$ cat config.mk
export PLATFORM = sky130hd
export DESIGN_NAME = ssp_word_framer
export DESIGN_NICKNAME = d
export VERILOG_FILES = /design/src/rtl/ssp_framer_pkg.sv /design/src/rtl/ssp_clk_div.sv /design/src/rtl/ssp_len_decode.sv /design/src/rtl/ssp_word_shifter.sv /design/src/rtl/ssp_word_framer.sv
export SDC_FILE = /design/constraint.sdc
export NUM_CORES = 1
export LEC_CHECK = 0
export BUFFER_PORTS_ARGS = -buffer_cell sky130_fd_sc_hd__buf_2
export CORE_MARGIN = 2
export CORE_UTILIZATION = 41
export DETAILED_ROUTE_END_ITERATION = 8
export PLACE_DENSITY_LB_ADDON = 0.2
export SYNTH_ARGS = -nofsm -noshare
export SYNTH_HDL_FRONTEND = slang
export SYNTH_SLANG_ARGS = --single-unit
$ cat constraint.sdc
create_clock -name clk_i -period 1.7 [get_ports clk_i]
set_clock_uncertainty 0.05 [all_clocks]
set_input_delay 0.085 -clock clk_i [delete_from_list [all_inputs] [get_ports clk_i]]
set_output_delay 0.085 -clock clk_i [all_outputs]
set_load 0.01 [all_outputs]
$ cat src/rtl/ssp_framer_pkg.sv
package ssp_framer_pkg;
  typedef enum logic {
    LEN_SHORT = 1'b0,
    LEN_LONG  = 1'b1
  } word_len_e;
endpackage

$ cat src/rtl/ssp_clk_div.sv
module ssp_clk_div #(
  parameter int unsigned DIV_HALF = 2
) (
  input  logic clk_i,
  input  logic rst_ni,
  output logic sclk_o,
  output logic fall_tick_o
);
  localparam int unsigned CNT_W = (DIV_HALF > 1) ? $clog2(DIV_HALF) : 1;
  localparam logic [CNT_W-1:0] CNT_MAX = CNT_W'(DIV_HALF - 1);

  logic [CNT_W-1:0] cnt_q;
  logic             sclk_q;
  logic             wrap;

  assign wrap = (cnt_q == CNT_MAX);

  always_ff @(posedge clk_i or negedge rst_ni) begin
    if (!rst_ni) begin
      cnt_q  <= '0;
      sclk_q <= 1'b0;
    end else if (wrap) begin
      cnt_q  <= '0;
      sclk_q <= ~sclk_q;
    end else begin
      cnt_q  <= cnt_q + 1'b1;
    end
  end

  assign sclk_o      = sclk_q;
  // strobe is high in the cycle whose closing edge drives sclk low
  assign fall_tick_o = wrap & sclk_q;
endmodule

$ cat src/rtl/ssp_len_decode.sv
module ssp_len_decode
  import ssp_framer_pkg::*;
#(
  parameter int unsigned         MAJ_W    = 3,
  parameter logic [MAJ_W-1:0]    LONG_SEL = 3'b001
) (
  input  logic [MAJ_W-1:0] major_mode_i,
  output word_len_e        len_o
);
  always_comb begin
    len_o = (major_mode_i == LONG_SEL) ? LEN_LONG : LEN_SHORT;
  end
endmodule

$ cat src/rtl/ssp_word_shifter.sv
module ssp_word_shifter
  import ssp_framer_pkg::*;
#(
  parameter int unsigned LONG_W  = 16,
  parameter int unsigned SHORT_W = 8
) (
  input  logic              clk_i,
  input  logic              rst_ni,
  input  logic              fall_tick_i,
  input  logic [LONG_W-1:0] data_i,
  input  logic              valid_i,
  input  word_len_e         len_i,
  output logic              ready_o,
  output logic              fsync_o,
  output logic              sdata_o
);
  localparam int unsigned BC_W  = $clog2(LONG_W + 1);
  localparam int unsigned ALIGN = LONG_W - SHORT_W;

  logic [LONG_W-1:0] shreg_q;
  logic [BC_W-1:0]   bits_left_q;
  logic              busy_q;
  logic              fsync_q;
  logic              last_bit;
  logic              take;
  logic [LONG_W-1:0] load_word;
  logic [BC_W-1:0]   load_len;

  assign last_bit = busy_q && (bits_left_q == BC_W'(1));
  assign ready_o  = fall_tick_i && (!busy_q || last_bit);
  assign take     = ready_o && valid_i;

  // short words are left-aligned so the MSB always sits at the top
  always_comb begin
    if (len_i == LEN_LONG) begin
      load_word = data_i;
      load_len  = BC_W'(LONG_W);
    end else begin
      load_word = data_i << ALIGN;
      load_len  = BC_W'(SHORT_W);
    end
  end

  always_ff @(posedge clk_i or negedge rst_ni) begin
    if (!rst_ni) begin
      shreg_q     <= '0;
      bits_left_q <= '0;
      busy_q      <= 1'b0;
      fsync_q     <= 1'b0;
    end else if (fall_tick_i) begin
      if (take) begin
        shreg_q     <= load_word;
        bits_left_q <= load_len;
        busy_q      <= 1'b1;
        fsync_q     <= 1'b1;
      end else if (busy_q && !last_bit) begin
        shreg_q     <= shreg_q << 1;
        bits_left_q <= bits_left_q - 1'b1;
        fsync_q     <= 1'b0;
      end else begin
        shreg_q     <= '0;
        bits_left_q <= '0;
        busy_q      <= 1'b0;
        fsync_q     <= 1'b0;
      end
    end
  end

  assign fsync_o = fsync_q;
  assign sdata_o = shreg_q[LONG_W-1];
endmodule

$ cat src/rtl/ssp_word_framer.sv
module ssp_word_framer
  import ssp_framer_pkg::*;
#(
  parameter int unsigned      DIV_HALF = 2,
  parameter int unsigned      LONG_W   = 16,
  parameter int unsigned      SHORT_W  = 8,
  parameter int unsigned      MAJ_W    = 3,
  parameter logic [MAJ_W-1:0] LONG_SEL = 3'b001
) (
  input  logic              clk_i,
  input  logic              rst_ni,
  input  logic [LONG_W-1:0] data_i,
  input  logic              valid_i,
  output logic              ready_o,
  input  logic [MAJ_W-1:0]  major_mode_i,
  output logic              sclk_o,
  output logic              fsync_o,
  output logic              sdata_o
);
  logic      fall_tick;
  word_len_e len_sel;

  ssp_clk_div #(
    .DIV_HALF(DIV_HALF)
  ) clk_div_i (
    .clk_i      (clk_i),
    .rst_ni     (rst_ni),
    .sclk_o     (sclk_o),
    .fall_tick_o(fall_tick)
  );

  ssp_len_decode #(
    .MAJ_W   (MAJ_W),
    .LONG_SEL(LONG_SEL)
  ) len_dec_i (
    .major_mode_i(major_mode_i),
    .len_o       (len_sel)
  );

  ssp_word_shifter #(
    .LONG_W (LONG_W),
    .SHORT_W(SHORT_W)
  ) shifter_i (
    .clk_i      (clk_i),
    .rst_ni     (rst_ni),
    .fall_tick_i(fall_tick),
    .data_i     (data_i),
    .valid_i    (valid_i),
    .len_i      (len_sel),
    .ready_o    (ready_o),
    .fsync_o    (fsync_o),
    .sdata_o    (sdata_o)
  );
endmodule

==> results.py, run 1 <==
metrics = {
    "setup_path": {
        "ff2ff_path_depth": 7,
        "crit_fanout": 18,
        "crit_path_end_kind": "register",
        "arrival_ns": 2.05,
        "critPathLaunchType": "register",
        "crit_type": "reg2reg",
        "cp.required_ns": 1.87,
    },
    "global_route": {
        "overflow": 0,
        "use_met2": 0.331,
        "grt_use_met3": 0.0248,
        "grt_pass1_vias": 1284,
        "grt_max_degree": 26,
        "grt_pass1_wl_um": 6040,
        "met1_usage": 0.312,
        "grt_most_used_layer": "met2",
        "track_usage": 0.216,
        "antenna_found_initial": 0,
    },
    "sta": {
        "slew_violations": 0,
        "tightest_slew_ns": 0.587,
        "max_slew_margin": 0.608,
        "clock.fmax_ghz": 0.534,
        "setup_violations": 22,
        "rsz0062_at_grt": "true",
        "post-route-min-period_ns": 1.87,
        "fin_crit_sh": 1.10,
        "worst_slack_ns": -0.174,
        "finalHoldViolCount": 0,
        "tns_ns": -2.44,
    },
    "pwr": {
        "p_int_w": 0.000727,
        "p_leak_nw": 0.837,
        "pwr-share-seq": 0.621,
        "switchingPower_w": 0.000231,
        "p_sw_frac": 0.241,
        "power.share.combinational": 0.086,
        "powerDensity_nw_per_um2": 496,
        "pwr-share-clk": 0.293,
        "vdd.ir_drop.worst_v": 0.000265,
    },
    "placed_design": {
        "portBuffers": 25,
        "gp_congestion": 0.810,
        "detailed_place_hpwl_um": 2480,
        "preCtsSetupSlack_ns": -0.0594,
    },
    "cts": {
        "cts_max_level": 1,
        "tritoncts": "built",
        "path_clk_slew_ns": 0.15,
        "cts-root-buf": "clkbuf_4",
        "cts_buffers": 3,
        "clock-sinks": 25,
        "clockBufferDepth": 2,
        "insertion_delay_ns": 0.32,
    },
    "floorplanning": {
        "die_h_um": 61.9,
        "die_width_um": 61.9,
        "initial_core_util": 0.419,
        "core_region_area_sq_um": 3280,
        "ios": 26,
        "dieArea_sq_um": 3830,
        "row_count": 21,
    },
    "final_layout": {
        "num-nets-final": 215,
        "num-fill-cells": 282,
        "area.growth.synth_to_final_pct": 40.3,
        "mostFrequentLayoutCells": "dfrtp_1 (25), buf_2 (25), buf_4 (20)",
        "n_antenna_cell": 0,
        "layout-drive-gt1-share": 0.363,
    },
    "detailed_routing": {
        "routedWlPerCell_um": 16.0,
        "dr_total_vias": 1297,
        "ant_nets": 0,
        "vias_per_cell": 5.50,
        "drt_first_pass_iters": 4,
        "drt-total-wl_um": 3770,
        "drt_iter0_drc": 115,
        "drc_errors": 0,
    },
    "min_path": {
        "whs_path_depth": 3,
        "hp-class": "in2reg",
    },
    "synthesis": {
        "yosys.area.top_type_share": 0.455,
        "ys_seq_area_frac": 0.455,
        "syn_area_sq_um": 1380,
        "synthArstFlopShare": 1.00,
        "synth_area_leader_cell": "dfrtp_1",
        "ys_seq_elements": 25,
        "syn-num-nets": 164,
        "synthFlopType": "dfrtp_1",
        "syn_inst": 140,
        "ys_warn_count": 0,
        "synth_cell_type_count": 35,
        "synth_edf_count": 0,
        "syn_area_per_cell_sq_um": 9.82,
        "yosys-top-cells-area": "dfrtp_1 (45%), o211ai_1 (8.2%), mux2i_1 (5.8%), nand4_1 (4.5%), nand2_1 (4.4%)",
    },
    "run": {
        "cap_violations": 0,
    },
    "status": {
        "violations": "setup timing",
        "outcome": "complete, but fails checks",
    },
}
-- per-stage QoR --
| step | total power [W] | cells | util | instance area [sq um] | hold WS (ns) |
|---|---|---|---|---|---|
| final | 0.000957 | 236 | 0.587 | 1930 | 0.0148 |
| after detailed placement | 0.000671 | 216 | 0.494 | 1620 | 0.0698 |
| after global routing | 0.00101 | 236 | 0.587 | 1930 | 0.0131 |
| after CTS | 0.000967 | 235 | 0.557 | 1830 | 0.0122 |
| after global placement | 0.000669 | 216 | 0.494 | 1620 | 0.0612 |
| after floorplan | 0.000624 | 140 | - | 1380 | -0.261 |
-- metal layers --
| layer | wire, um | up-vias |
|---|---|---|
| met5 | 0 | - |
| met4 | 41 | 0 |
| met2 | 1830 | 43 |
| met3 | 205 | 4 |
| li1 | - | 626 |
| met1 | 1700 | 624 |
-- synthesized netlist by cell type, types with 2 or more instances --
master and number:
buf_6 2, nor2_1 8, a21oi_1 7, o31ai_1 2, nor3_1 2, nand2_1 16, a31oi_1 7, mux2i_1 8
inv_1 6, o211ai_1 15, nand4_1 10, and3_1 2, o41ai_1 2, clkbuf_1 5, ha_1 2, buf_1 2
dfrtp_1 25, o21ai_1 2
-- path summary, 6_finish.rpt --
path                                                      startpoint  slack (ns)                                end
worst max-delay path            shifter_i.bits_left_q[1]$_DFFE_PN0P_       -0.17   shifter_i.shreg_q[5]$_DFFE_PN0P_
worst min-delay path                                      data_i[10]        0.01  shifter_i.shreg_q[10]$_DFFE_PN0P_
worst max register to register  shifter_i.bits_left_q[1]$_DFFE_PN0P_       -0.17   shifter_i.shreg_q[5]$_DFFE_PN0P_
worst min register to register         shifter_i.fsync_o$_DFFE_PN0P_        0.45      shifter_i.fsync_o$_DFFE_PN0P_
max in group asynchronous                                     rst_ni        0.99       clk_div_i.sclk_o$_DFFE_PN0P_
min in group asynchronous                                     rst_ni        0.23      shifter_i.fsync_o$_DFFE_PN0P_
-- registers in the layout, indices dropped and copies added, names as in the netlist --
name,count
shifter_i.shreg_q,16
clk_div_i.sclk_o,1
shifter_i.fsync_o,1
shifter_i.bits_left_q,5
clk_div_i.cnt_q,1
shifter_i.busy_q,1
-- power groups by stage --
stage | sequential [W] | combinational, W | clock, W
global route | 0.000595 | 0.0000904 | 0.000321
CTS | 0.000595 | 0.0000813 | 0.000291
detailed placement | 0.000606 | 0.0000653 | 0
global placement | 0.000606 | 0.0000631 | 0
finish | 0.000595 | 0.0000821 | 0.000281
floorplan | 0.000606 | 0.0000176 | 0
-- worst max-delay path, stage by stage, from the launching register on --
cell and delay [ns]:
dfrtp_1 0.42, inv_2 0.08, ha_4 0.12, or4b_4 0.49, buf_4 0.17, buf_12 0.15
a31oi_4 0.19, a21oi_1 0.09
-- what timing repair did --
action / in CTS / in global routing
setup buffers: 6 / 3
hold endpoints to repair: 33 / 0
setup endpoints to repair: 13 / 22
cloned: 0 / 0
pin swaps: 2 / 2
gates resized for setup: 10 / 15
hold buffers: 9 / 0
-- final cells by class --
cell class,instances,area (sq um),area share
clock buffer,3,22.5,0.0117
inverter,6,22.5,0.0117
clock inverter,1,7.51,0.00389
timing repair buffer,57,408,0.211
sequential,25,626,0.324
multi-input combinational,98,786,0.407
tap,46,57.6,0.0298
-- logic make-up after synthesis --
kind of cell	share of synthesized area
AND/OR/NAND/NOR	0.180
AO/OA/AOI/OAI	0.223
flip-flops	0.455
buffers and inverters	0.0591
multiplexers	0.0582
adder cells (fa/ha/maj)	0.0182
XOR/XNOR	0.00637
No activity file was read; power rests on OpenSTA's default activity.
==> run 2, diff against run 1 <==
Settings changed: REMOVE_ABC_BUFFERS set to 1.
==> run 2 against run 1 <==
Effect of this change:
- the flow finishes with violations (hold timing, setup timing)
- wire length decreased by 5.0%
- fmax shrank 3.4%
- count of clock-buffer cells in the layout unchanged
- power shrank 0.21%
- sequential share of layout area rose by 1.3 points
- final cell count down 0.42%
- critical endpoint is now ready_o
- clock power about the same
- die area did not move
- cell area fell by 3.9%
- hold slack got worse by 0.026 ns
- non-clock buffer count fell by 1
==> results.py, run 2 (synthesis results as in run 1) <==
metrics = {
    "cts": {
        "path_clk_slew_ns": 0.14,
        "cts_max_level": 1,
        "tritoncts": "built",
        "clock-sinks": 25,
        "clockBufferDepth": 2,
        "cts_buffers": 3,
        "insertion_delay_ns": 0.33,
        "cts-root-buf": "clkbuf_4",
    },
    "final_layout": {
        "layout-drive-gt1-share": 0.339,
        "largest_reg_flops": 16,
        "mostFrequentLayoutCells": "dfrtp_1 (25), buf_2 (24), buf_4 (20)",
        "area.growth.synth_to_final_pct": 34.8,
        "finalInstanceArea_sq_um": 1850,
        "layout_commonest_cell": "dfrtp_1",
        "n_antenna_cell": 0,
        "largest-register": "shifter_i.shreg_q",
        "num-fill-cells": 304,
        "ff_latch_area_sq_um": 626,
        "reg_top3": "shifter_i.shreg_q x16, shifter_i.bits_left_q x5",
        "num-nets-final": 214,
        "multi_input_area_sq_um": 723,
    },
    "sta": {
        "tightest_slew_ns": 0.556,
        "post-route-min-period_ns": 1.94,
        "max_slew_margin": 0.629,
        "worst_slack_ns": -0.240,
        "hold_ws_ns": -0.0116,
        "clock.fmax_ghz": 0.516,
        "slew_violations": 0,
        "tns_ns": -0.831,
        "finalHoldViolCount": 1,
        "rsz0062_at_grt": "true",
        "setup_violations": 13,
        "fin_crit_sh": 1.14,
    },
    "setup_path": {
        "crit_path_end_kind": "output port",
        "cpLargestDelayFamily": "simple AND/OR/NAND/NOR gates",
        "arrival_ns": 1.80,
        "crit_cells": 6,
        "crit_slowest_cell": "or4b_4",
        "slowest_delay_ns": 0.46,
        "crit_fanout": 2,
        "crit_type": "reg2out",
        "path_cells": "inv_2 > ha_4 > or4b_4 > buf_6 > a21oi_4 > buf_6",
        "worst-path-buf-inv": 3,
        "ff2ff_path_depth": 8,
        "cp.required_ns": 1.56,
        "crit_top_cell": "buf_6",
        "critPathLaunchType": "register",
    },
    "pwr": {
        "vdd.ir_drop.worst_v": 0.000445,
        "powerDensity_nw_per_um2": 515,
        "p_sw_frac": 0.241,
        "switchingPower_w": 0.000230,
        "pwr-share-seq": 0.623,
        "pwr-share-clk": 0.297,
        "p_int_w": 0.000726,
        "power.share.combinational": 0.081,
        "power_w": 0.000955,
        "p_leak_nw": 0.833,
    },
    "status": {
        "violations": "hold timing, setup timing",
        "outcome": "complete, but fails checks",
    },
    "placed_design": {
        "gp_congestion": 0.816,
        "portBuffers": 25,
        "postPlaceCellArea_sq_um": 1630,
        "detailed_place_hpwl_um": 2450,
    },
    "detailed_routing": {
        "dr_total_vias": 1288,
        "ant_nets": 0,
        "vias_per_cell": 5.48,
        "drt_iter0_drc": 51,
        "routedWlPerCell_um": 15.3,
        "drc_errors": 0,
        "drt-total-wl_um": 3590,
        "drt_first_pass_iters": 4,
    },
    "global_route": {
        "grt_pass1_wl_um": 5780,
        "overflow": 0,
        "grt_pass1_vias": 1230,
        "track_usage": 0.207,
        "grt_max_degree": 26,
        "antenna_found_initial": 0,
    },
    "min_path": {
        "hp-class": "in2reg",
        "whs_path_depth": 3,
    },
    "floorplanning": {
        "row_count": 21,
        "ios": 26,
        "initial_core_util": 0.419,
        "core_region_area_sq_um": 3280,
        "die_width_um": 61.9,
        "die_h_um": 61.9,
        "dieArea_sq_um": 3830,
    },
    "run": {
        "cap_violations": 0,
    },
}
run 2: changes by cell type in the layout (fill, tap and decap cells not counted), sizes merged:
cell,change
dlygate4sd3,-1
run 2: worst reg2reg max path, delay by kind of cell, from the launching register on:
kind | cells | cell delay (ns)
flops | 1 | 0.42
compound gates | 1 | 0.18
buf+inv | 4 | 0.45
simple gates | 2 | 0.55
fa+ha+maj | 1 | 0.13
run 2: repair_timing:
action | in CTS | in global routing
endpoints found under the hold margin | 32 | 0
pin swaps | 1 | 3
setup buffers | 2 | 4
hold buffers | 8 | 0
setup endpoints to repair | 11 | 22
resized for setup | 7 | 7
run 2: final timing paths:
| kind | start | endpoint | slack, ns |
|---|---|---|---|
| worst min register to register | shifter_i.fsync_o$_DFFE_PN0P_ | shifter_i.fsync_o$_DFFE_PN0P_ | 0.45 |
| max in group asynchronous | rst_ni | clk_div_i.cnt_q$_DFF_PN0_ | 1.03 |
| worst max-delay path | shifter_i.bits_left_q[1]$_DFFE_PN0P_ | ready_o | -0.24 |
| worst max register to register | shifter_i.bits_left_q[1]$_DFFE_PN0P_ | shifter_i.bits_left_q[3]$_DFFE_PN0P_ | -0.13 |
| worst min-delay path | data_i[3] | shifter_i.shreg_q[3]$_DFFE_PN0P_ | -0.01 |
| min in group asynchronous | rst_ni | shifter_i.bits_left_q[2]$_DFFE_PN0P_ | 0.20 |
run 2: final cells by class:
cell class | count | area share
clock buffers | 3 | 0.0121
clock inverters | 1 | 0.00405
inverters | 6 | 0.0121
multi-input cells | 98 | 0.390
flip-flops and latches | 25 | 0.337
well taps | 46 | 0.0310
repair buffers | 56 | 0.213
run 2: per-layer routing:
metal / share of wire / track usage
met4: 0.020 / 0.0851
met2: 0.50 / 0.325
met1: 0.45 / 0.290
met5: 0 / 0
met3: 0.030 / 0.0248
run 2: metrics by stage:
stage	std cells	utilization	worst slack, ns	hold WS (ns)
after floorplan	129	-	-0.168	-0.261
after global placement	217	0.497	-0.00520	0.0675
after detailed placement	217	0.497	-0.0346	0.0612
after CTS	231	0.544	-0.230	0.000297
after global routing	235	0.565	-0.304	0.00352
final	235	0.565	-0.240	-0.0116
run 2: power groups by stage:
stage | sequential, W | clock (W) | combinational (W)
2_1_floorplan | 0.000606 | 0 | 0.0000169
5_1_grt | 0.000595 | 0.000317 | 0.0000861
3_3_place_gp | 0.000606 | 0 | 0.0000636
4_1_cts | 0.000595 | 0.000284 | 0.0000780
3_5_place_dp | 0.000606 | 0 | 0.0000640
6_report | 0.000595 | 0.000283 | 0.0000772
